## config.mk

```make
export PLATFORM = sky130hd
export DESIGN_NAME = adc_host_ctrl
export DESIGN_NICKNAME = d
export VERILOG_FILES = /design/src/rtl/adc_host_pkg.sv /design/src/rtl/adc_strobe_sync.sv /design/src/rtl/adc_conv_timer.sv /design/src/rtl/adc_result_port.sv /design/src/rtl/adc_host_ctrl.sv
export SDC_FILE = /design/constraint.sdc
export NUM_CORES = 1
export LEC_CHECK = 0
export ABC_AREA = 1
export BUFFER_PORTS_ARGS = -buffer_cell sky130_fd_sc_hd__buf_2
export CAP_MARGIN = 20
export CORE_MARGIN = 2
export CORE_UTILIZATION = 60
export DETAILED_ROUTE_END_ITERATION = 10
export HOLD_SLACK_MARGIN = 0.08
export MAX_ROUTING_LAYER = met4
export PLACE_DENSITY = 0.84
export SKIP_CTS_REPAIR_TIMING = 1
export SYNTH_ARGS = -nofsm -noshare
export SYNTH_HDL_FRONTEND = slang
export SYNTH_SLANG_ARGS = --single-unit
export TNS_END_PERCENT = 20
```

## constraint.sdc

```tcl
create_clock -name clk -period 3.2 [get_ports clk]
set_input_delay 0.16 -clock clk [delete_from_list [all_inputs] [get_ports clk]]
set_output_delay 0.16 -clock clk [all_outputs]
set_load 0.05 [all_outputs]
```

## src/rtl/adc_host_pkg.sv

```systemverilog
package adc_host_pkg;
  localparam int STAT_W = 2;
  localparam int NSTROBE = 4;
  localparam int IDX_CS = 0;
  localparam int IDX_WR = 1;
  localparam int IDX_RD = 2;
  localparam int IDX_ST = 3;

  typedef struct packed {
    logic sel;
    logic stat_mode;
    logic wr_low;
    logic rd_low;
    logic wr_fall;
    logic rd_fall;
  } bus_evt_t;
endpackage

```

## src/rtl/adc_strobe_sync.sv

```systemverilog
module adc_strobe_sync #(
  parameter int N = 4,
  parameter int STAGES = 2
) (
  input  logic         clk,
  input  logic         rst_n,
  input  logic [N-1:0] pin_n,
  output logic [N-1:0] lvl_n,
  output logic [N-1:0] fall
);
  for (genvar i = 0; i < N; i++) begin : g_line
    logic [STAGES-1:0] chain;
    logic              prev;
    always_ff @(posedge clk or negedge rst_n) begin
      if (!rst_n) begin
        chain <= '1;
        prev  <= 1'b1;
      end else begin
        chain <= {chain[STAGES-2:0], pin_n[i]};
        prev  <= chain[STAGES-1];
      end
    end
    assign lvl_n[i] = chain[STAGES-1];
    assign fall[i]  = prev & ~chain[STAGES-1];
  end
endmodule

```

## src/rtl/adc_conv_timer.sv

```systemverilog
module adc_conv_timer #(
  parameter int CONV_CYCLES = 40
) (
  input  logic clk,
  input  logic rst_n,
  input  logic start,
  input  logic abort,
  output logic busy,
  output logic done
);
  localparam int CNT_W = $clog2(CONV_CYCLES + 1);
  localparam logic [CNT_W-1:0] CNT_TOP = CNT_W'(CONV_CYCLES - 1);

  logic [CNT_W-1:0] cnt;

  assign done = busy && (cnt == '0) && !start && !abort;

  always_ff @(posedge clk or negedge rst_n) begin
    if (!rst_n) begin
      busy <= 1'b0;
      cnt  <= '0;
    end else if (abort) begin
      busy <= 1'b0;
      cnt  <= '0;
    end else if (start) begin
      busy <= 1'b1;
      cnt  <= CNT_TOP;
    end else if (done) begin
      busy <= 1'b0;
    end else if (busy) begin
      cnt <= cnt - 1'b1;
    end
  end

  assert_cnt_range_R2: assert property (@(posedge clk) disable iff (!rst_n)
    busy |-> (cnt <= CNT_TOP));
  assert_abort_stops_R8: assert property (@(posedge clk) disable iff (!rst_n)
    abort |=> !busy);
endmodule

```

## src/rtl/adc_result_port.sv

```systemverilog
module adc_result_port #(
  parameter int RES_W = 13
) (
  input  logic                            clk,
  input  logic                            rst_n,
  input  logic                            load,
  input  logic [RES_W-1:0]                result_in,
  input  logic                            capture,
  input  logic                            stat_mode,
  input  logic [adc_host_pkg::STAT_W-1:0] stat_word,
  input  logic                            refresh,
  output logic [RES_W-1:0]                data_out
);
  import adc_host_pkg::*;
  localparam int PAD_W = RES_W - STAT_W;

  logic [RES_W-1:0] latch_q;

  always_ff @(posedge clk or negedge rst_n) begin
    if (!rst_n) begin
      latch_q  <= '0;
      data_out <= '0;
    end else begin
      if (capture) data_out <= stat_mode ? {{PAD_W{1'b0}}, stat_word} : latch_q;
      if (load) begin
        latch_q <= result_in;
        if (refresh) data_out <= result_in;
      end
    end
  end

  assert_status_pad_R6: assert property (@(posedge clk) disable iff (!rst_n)
    (capture && stat_mode && !(load && refresh)) |=> (data_out[RES_W-1:STAT_W] == '0));
endmodule

```

## src/rtl/adc_host_ctrl.sv

```systemverilog
module adc_host_ctrl #(
  parameter int RES_W = 13,
  parameter int CONV_CYCLES = 40,
  parameter int SYNC_STAGES = 2
) (
  input  logic             clk,
  input  logic             rst_n,
  input  logic             cs_n,
  input  logic             wr_n,
  input  logic             rd_n,
  input  logic             stsel_n,
  input  logic [RES_W-1:0] result_in,
  output logic [RES_W-1:0] data_out,
  output logic             int_n,
  output logic             ready_out
);
  import adc_host_pkg::*;

  logic [NSTROBE-1:0] pins_n, lvl_n, fall;
  bus_evt_t evt;
  logic start, abort, busy, done, hold_low;
  logic eoc_q, dry_q;

  assign pins_n[IDX_CS] = cs_n;
  assign pins_n[IDX_WR] = wr_n;
  assign pins_n[IDX_RD] = rd_n;
  assign pins_n[IDX_ST] = stsel_n;

  adc_strobe_sync #(.N(NSTROBE), .STAGES(SYNC_STAGES)) u_sync (
    .clk(clk), .rst_n(rst_n), .pin_n(pins_n), .lvl_n(lvl_n), .fall(fall));

  always_comb begin
    evt.sel       = !lvl_n[IDX_CS];
    evt.stat_mode = !lvl_n[IDX_ST];
    evt.wr_low    = !lvl_n[IDX_WR];
    evt.rd_low    = !lvl_n[IDX_RD];
    evt.wr_fall   = evt.sel && fall[IDX_WR];
    evt.rd_fall   = evt.sel && fall[IDX_RD];
  end

  assign start    = evt.wr_fall && !evt.stat_mode;
  assign abort    = evt.wr_fall && evt.stat_mode;
  assign hold_low = evt.sel && (evt.rd_low || evt.wr_low);

  adc_conv_timer #(.CONV_CYCLES(CONV_CYCLES)) u_timer (
    .clk(clk), .rst_n(rst_n), .start(start), .abort(abort), .busy(busy), .done(done));

  adc_result_port #(.RES_W(RES_W)) u_port (
    .clk(clk), .rst_n(rst_n), .load(done), .result_in(result_in),
    .capture(evt.rd_fall), .stat_mode(evt.stat_mode), .stat_word({dry_q, eoc_q}),
    .refresh(evt.sel && evt.rd_low && !evt.stat_mode), .data_out(data_out));

  always_ff @(posedge clk or negedge rst_n) begin
    if (!rst_n) begin
      int_n     <= 1'b1;
      eoc_q     <= 1'b0;
      dry_q     <= 1'b0;
      ready_out <= 1'b1;
    end else begin
      ready_out <= !done;
      if (evt.rd_fall) begin
        int_n <= 1'b1;
        eoc_q <= 1'b0;
        dry_q <= 1'b0;
      end
      if (done) begin
        eoc_q <= 1'b1;
        if (!hold_low) begin
          int_n <= 1'b0;
          dry_q <= 1'b1;
        end
      end
      if (start || abort) begin
        int_n <= 1'b1;
        eoc_q <= 1'b0;
        dry_q <= 1'b0;
      end
    end
  end

  assert_ready_single_R9: assert property (@(posedge clk) disable iff (!rst_n)
    !ready_out |=> ready_out);
  assert_int_from_done_R3: assert property (@(posedge clk) disable iff (!rst_n)
    $fell(int_n) |-> $past(done));
  assert_read_clears_int_R4: assert property (@(posedge clk) disable iff (!rst_n)
    evt.rd_fall |=> int_n);
  assert_start_clears_int_R5: assert property (@(posedge clk) disable iff (!rst_n)
    start |=> (int_n && busy));
endmodule

```

After elaboration in Yosys (flattened, before gate mapping):

Cells that the tools add are included.

* order comparisons: 0
* multiplexer cells: 22
* bitwise gates (word level): 4
* add/sub/neg operators: 1
* reduce and logical (&&, ||, !) cells: 24
* divide/modulo/power cells: 0
* equality and inequality tests: 1
* multiply operators: 0
* shifts and indexed selects: 0

Operators with widths (number)
* $mux 13: 4
* $mux 6: 4
* $mux 1: 14
* $logic_and 1x1->1: 10
* $reduce_bool 3->1: 3
* $logic_not 1->1: 7
* $logic_not 6->1: 1
* $sub 6x1->6 const B: 1
* $ne 3x3->1 const B: 1
* $and 1x1->1: 2
* $logic_or 1x1->1: 2
* $not 1->1: 2
* $reduce_and 2->1: 1

* bits in read-only memories: 0
* register bits after elaboration: 47
* RAM bits: 0
* word-level logic and storage cells: 66
* input port bits: 19
* memories: 0
* output and inout bits: 15
* latch bits: 0

Depth between registers and ports, before layout:

* depth in word-level cells: 10
* mapped depth: 8
* gate-level depth less buffers: 8

Hierarchy:

A second synthesis with hierarchy kept.

* cell total of the unflattened synthesis: 273
* area total of the unflattened synthesis: 2292.2 µm²

Modules (own cells, without submodules)
* adc_result_port: area each 1242.4 µm², cells each 160, seq. area each 650.6 µm², instances 1
* adc_conv_timer: area each 454.2 µm², cells each 64, seq. area each 175.2 µm², instances 1
* adc_strobe_sync: area each 385.4 µm², cells each 24, seq. area each 315.3 µm², instances 1
* adc_host_ctrl: area each 210.2 µm², cells each 25, seq. area each 102.6 µm², instances 1

Worst setup path after synthesis:

Ideal clock, no wire load.

* kind: reg2reg
* from: register u_timer.cnt[0]
* to: register u_port.data_out[10]
* path buffers: 1
* period minus slack after synthesis: 1454 ps
* arrival: 1335 ps
* setup time: 118 ps
* data required time: 3082 ps
* stages on the path, launching flop included: 9
* setup slack: 1746 ps
* cell sequence: dfrtp_1 inv_1 ha_1 nand3_2 nor2_8 nand3_4 buf_6 nand2_1 o21ai_2

* longest elaborated chain between the ends: 5

Ends and longest elaborated chain
* start: declaration: line adc_conv_timer.sv:14 `logic [CNT_W-1:0] cnt;`
* start signal: assignment: line adc_conv_timer.sv:31 `cnt <= cnt - 1'b1;`
* $logic_not 6->1: line adc_conv_timer.sv:16 `assign done = busy && (cnt == '0) && !start && !abort;`
* $logic_and 1x1->1 (3 in series): line adc_conv_timer.sv:16
* $mux 13: line adc_result_port.sv:25 `if (load) begin`
* end signal: assignment: line adc_result_port.sv:24 `if (capture) data_out <= stat_mode ? {{PAD_W{1'b0}}, stat_word} : latch_q;`
* end signal: assignment: line adc_result_port.sv:27 `if (refresh) data_out <= result_in;`
* end: declaration: line adc_result_port.sv:12 `output logic [RES_W-1:0] data_out`

No other way between the ends.
A chain may end at the register's enable or synchronous reset.

Final worst setup path:

* from: register u_timer.cnt[0]
* to: register u_port.data_out[4]

The elaborated chain is that of the path after synthesis.

==> run_results.csv <==
group,metric,value,unit
synthesis,synth_seq_cells,47,
pwr,p_per_area,781,nW/um^2
detailed_routing,firstDrtPassIters,4,
synthesis,synth_top_cell_by_area,"dfrtp_1",
setup_path,crit_path_start_kind,"flip-flop",
clock_tree,clkTransAtPathRegs,0.13,ns
global_route,antenna_found_initial,0,
pwr,p_int,1.20,mW
floorplan,dieArea,4140,um^2
sta,finalClockSkew,0.00679,ns
clock_tree,root_buffer,"clkbuf_4",
sta,fmax,561,MHz
detailed_routing,wirelength,3930,um
place,place_congestion,0.848,
synthesis,syn_area_per_cell,9.30,um^2
detailed_routing,drt-vias-per-instance,4.87,
floorplan,row_count,21,
setup_path,critPathArrivalTime,2.04,ns
setup_path,path_class,"flip-flop to flip-flop",
synthesis,async_flop_share,1.00,
synthesis,synth.top_cell.area_share,0.401,
sta,setup_violations,0,
detailed_routing,vias,1589,
pwr,switching_share,0.401,
sta,fin_setup_tns,0,ns
setup_path,critical_path.max_fanout,22,
detailed_routing,met2WireLength,1910,um
global_route,grt_pass1_vias,1542,
place,placed_area,2340,um^2
detailed_routing,ant_nets,0,
detailed_routing,avgRoutedWirePerCell,12.1,um
finish,drive_gt1_frac,0.314,
place,place_ws,1.48,ns
synthesis,syn_area,2190,um^2
clock_tree,htree_levels,2,
floorplan,coreArea,3420,um^2
setup_path,endpoint_kind,"flip-flop",
global_route,grt_max_degree,48,
floorplan,chipHeight,64.4,um
synthesis,ys.flop_type,"dfrtp_1",
sta,fin_crit,1.78,ns
floorplan,num_io_pins,34,
global_route,grt_pass1_wl,6740,um
pwr,p_comb_frac,0.383,
clock_tree,clock_latency,0.36,ns
synthesis,synthCells,235,
sta,setup_slack,1.42,ns
pwr,netSwitchingPower,800,uW
finish,synthToLayoutAreaGrowth,16.9,%
min_path,worstHoldPathType,"input port to flip-flop",
outcome,outcome,"complete, no violations",
detailed_routing,met3_length,159,um
global_route,gr-total-overflow,0,
synthesis,syn-num-nets,255,
sta,hold_viol_final,0,
sta,tightestPinTransition,0.445,ns
sta,period_share,0.557,
pwr,p_leak,1.33,nW
global_route,groute.usage.overall,0.221,
detailed_routing,maxUsedRoutingLayer,"met4",
pwr,pwr-share-seq,0.448,
pwr,ir_drop,0.000445,V
clock_tree,cts_sinks,47,
synthesis,yosysWarnings,0,
sta,rsz0062_at_grt,"no",
synthesis,yosysMostFrequentCell,"nand2_1",
setup_path,required,3.45,ns
synthesis,synthTopCellsByArea,"dfrtp_1 40%, dfstp_2 14%, nand2_1 12%",
clock_tree,numCtsBuffers,5,
detailed_routing,met1_length,1800,um
detailed_routing,drc,0,
finish,diodes,0,
clock_tree,cts_tree,"built",
pwr,clkPwrFrac,0.169,
synthesis,synth_edf_count,0,
synthesis,synth_cell_types,24,
place,portBuffers,33,
floorplan,fp.dieW,64.4,um
finish,final_area,2560,um^2
sta,maxSlewHeadroom,0.703,
detailed_routing,first_iter_violations,66,
clock_tree,clockBufferDepth,2,
run,cap_violations,0,
place,hpwlAfterDp,2520,um
sta,slew_violations,0,
synthesis,netlist_top_cells_count,"71 x nand2_1, 35 x dfrtp_1, 28 x inv_1",
synthesis,yosysSeqAreaShare,0.545,
floorplan,start_util,0.640,
finish,nets,299,
-- layout make-up --
| cell class | instances | area [um^2] |
|---|---|---|
| multi-input combinational | 150 | 816 |
| fill | 272 | 860 |
| tap | 46 | 57.6 |
| inverter | 30 | 115 |
| clock inverter | 1 | 5.00 |
| timing repair buffer | 45 | 295 |
| clock buffer | 7 | 76.3 |
| sequential | 47 | 1190 |
-- cells by family after synthesis --
logic type | after synthesis | share of synthesized area
AOI/OAI and AO/OA | 49 | 0.153
DFF | 47 | 0.545
buffers and inverters | 38 | 0.0818
and+or+nand+nor | 98 | 0.206
xor gates and xnor gates | 2 | 0.00802
adders and majority gates | 1 | 0.00572
-- critical path: stages (launching register included) --
cell and delay, ns:
dfrtp_1 0.40, inv_1 0.11, ha_1 0.23, nand3_2 0.16, nor2_8 0.20, nand3_4 0.29
nand2_1 0.21, o21ai_2 0.07
-- power by group through the flow --
stage	logic, mW	clock network, mW	registers [mW]
global route	0.866	0.366	0.918
CTS	0.758	0.345	0.893
finish	0.765	0.337	0.894
global placement	0.729	0	0.896
detailed placement	0.751	0	0.905
floorplan	0.430	0	1.07
-- routing by layer --
metal,global-route usage,vias to the layer above
met5,-,-
met4,0.0771,0
met3,0.0493,5
met2,0.367,32
met1,0.267,727
li1,-,825
-- final timing paths --
kind	cells past startpoint	start	slack (ns)	to
max	7	u_timer.cnt[0]$_DFFE_PN0P_	1.42	u_port.data_out[4]$_DFF_PN0_
min	3	result_in[0]	0.07	u_port.latch_q[0]$_DFFE_PN0P_
max reg2reg	7	u_timer.cnt[0]$_DFFE_PN0P_	1.42	u_port.data_out[4]$_DFF_PN0_
min reg2reg	0	u_sync.g_line[0].chain[0]$_DFF_PN1_	0.36	u_sync.g_line[0].chain[1]$_DFF_PN1_
max in group asynchronous	3	rst_n	2.45	u_sync.g_line[2].prev$_DFF_PN1_
min in group asynchronous	2	rst_n	0.21	u_port.data_out[9]$_DFF_PN0_
-- cell usage in the layout, fill, tap and decap left out --
master,Yosys,layout
inv_1,28,28
nor2_4,1,1
a21oi_1,2,2
nand3_1,7,7
dfrtp_1,35,35
xor2_1,2,2
nor2_1,11,11
inv_4,1,1
buf_12,0,1
o21ai_2,24,24
clkbuf_16,0,1
nand2_1,71,71
nor2_8,1,1
nor2_2,1,1
clkbuf_4,0,5
buf_2,3,33
clkbuf_8,0,1
clkinv_2,0,1
dfstp_2,12,12
nor3b_1,1,1
o21ai_0,23,23
nand3_2,1,1
ha_1,1,1
dlygate4sd3_1,0,11
nand3_4,2,2
nand2_2,1,1
nand2_4,1,1
inv_2,1,1
-- state kept, by name (all words and copies together) (netlist names) --
| name | cells |
|---|---|
| int_n | 1 |
| u_timer.busy | 1 |
| u_sync.g_line.chain | 8 |
| u_port.latch_q | 13 |
| ready_out | 1 |
| u_port.data_out | 13 |
| u_sync.g_line.prev | 2 |
| dry_q | 1 |
| u_timer.cnt | 6 |
| eoc_q | 1 |
-- per-stage QoR --
stage	power, mW	std cells	hold WS, ns	util
4_1_cts	2.00	314	-0.134	0.710
2_1_floorplan	1.50	235	-0.136	-
3_3_place_gp	1.62	306	0.265	0.686
3_5_place_dp	1.66	306	0.266	0.686
5_1_grt	2.15	326	0.0850	0.748
6_report	2.00	326	0.0716	0.748
Note: power is estimated with default switching activity, not from simulation.
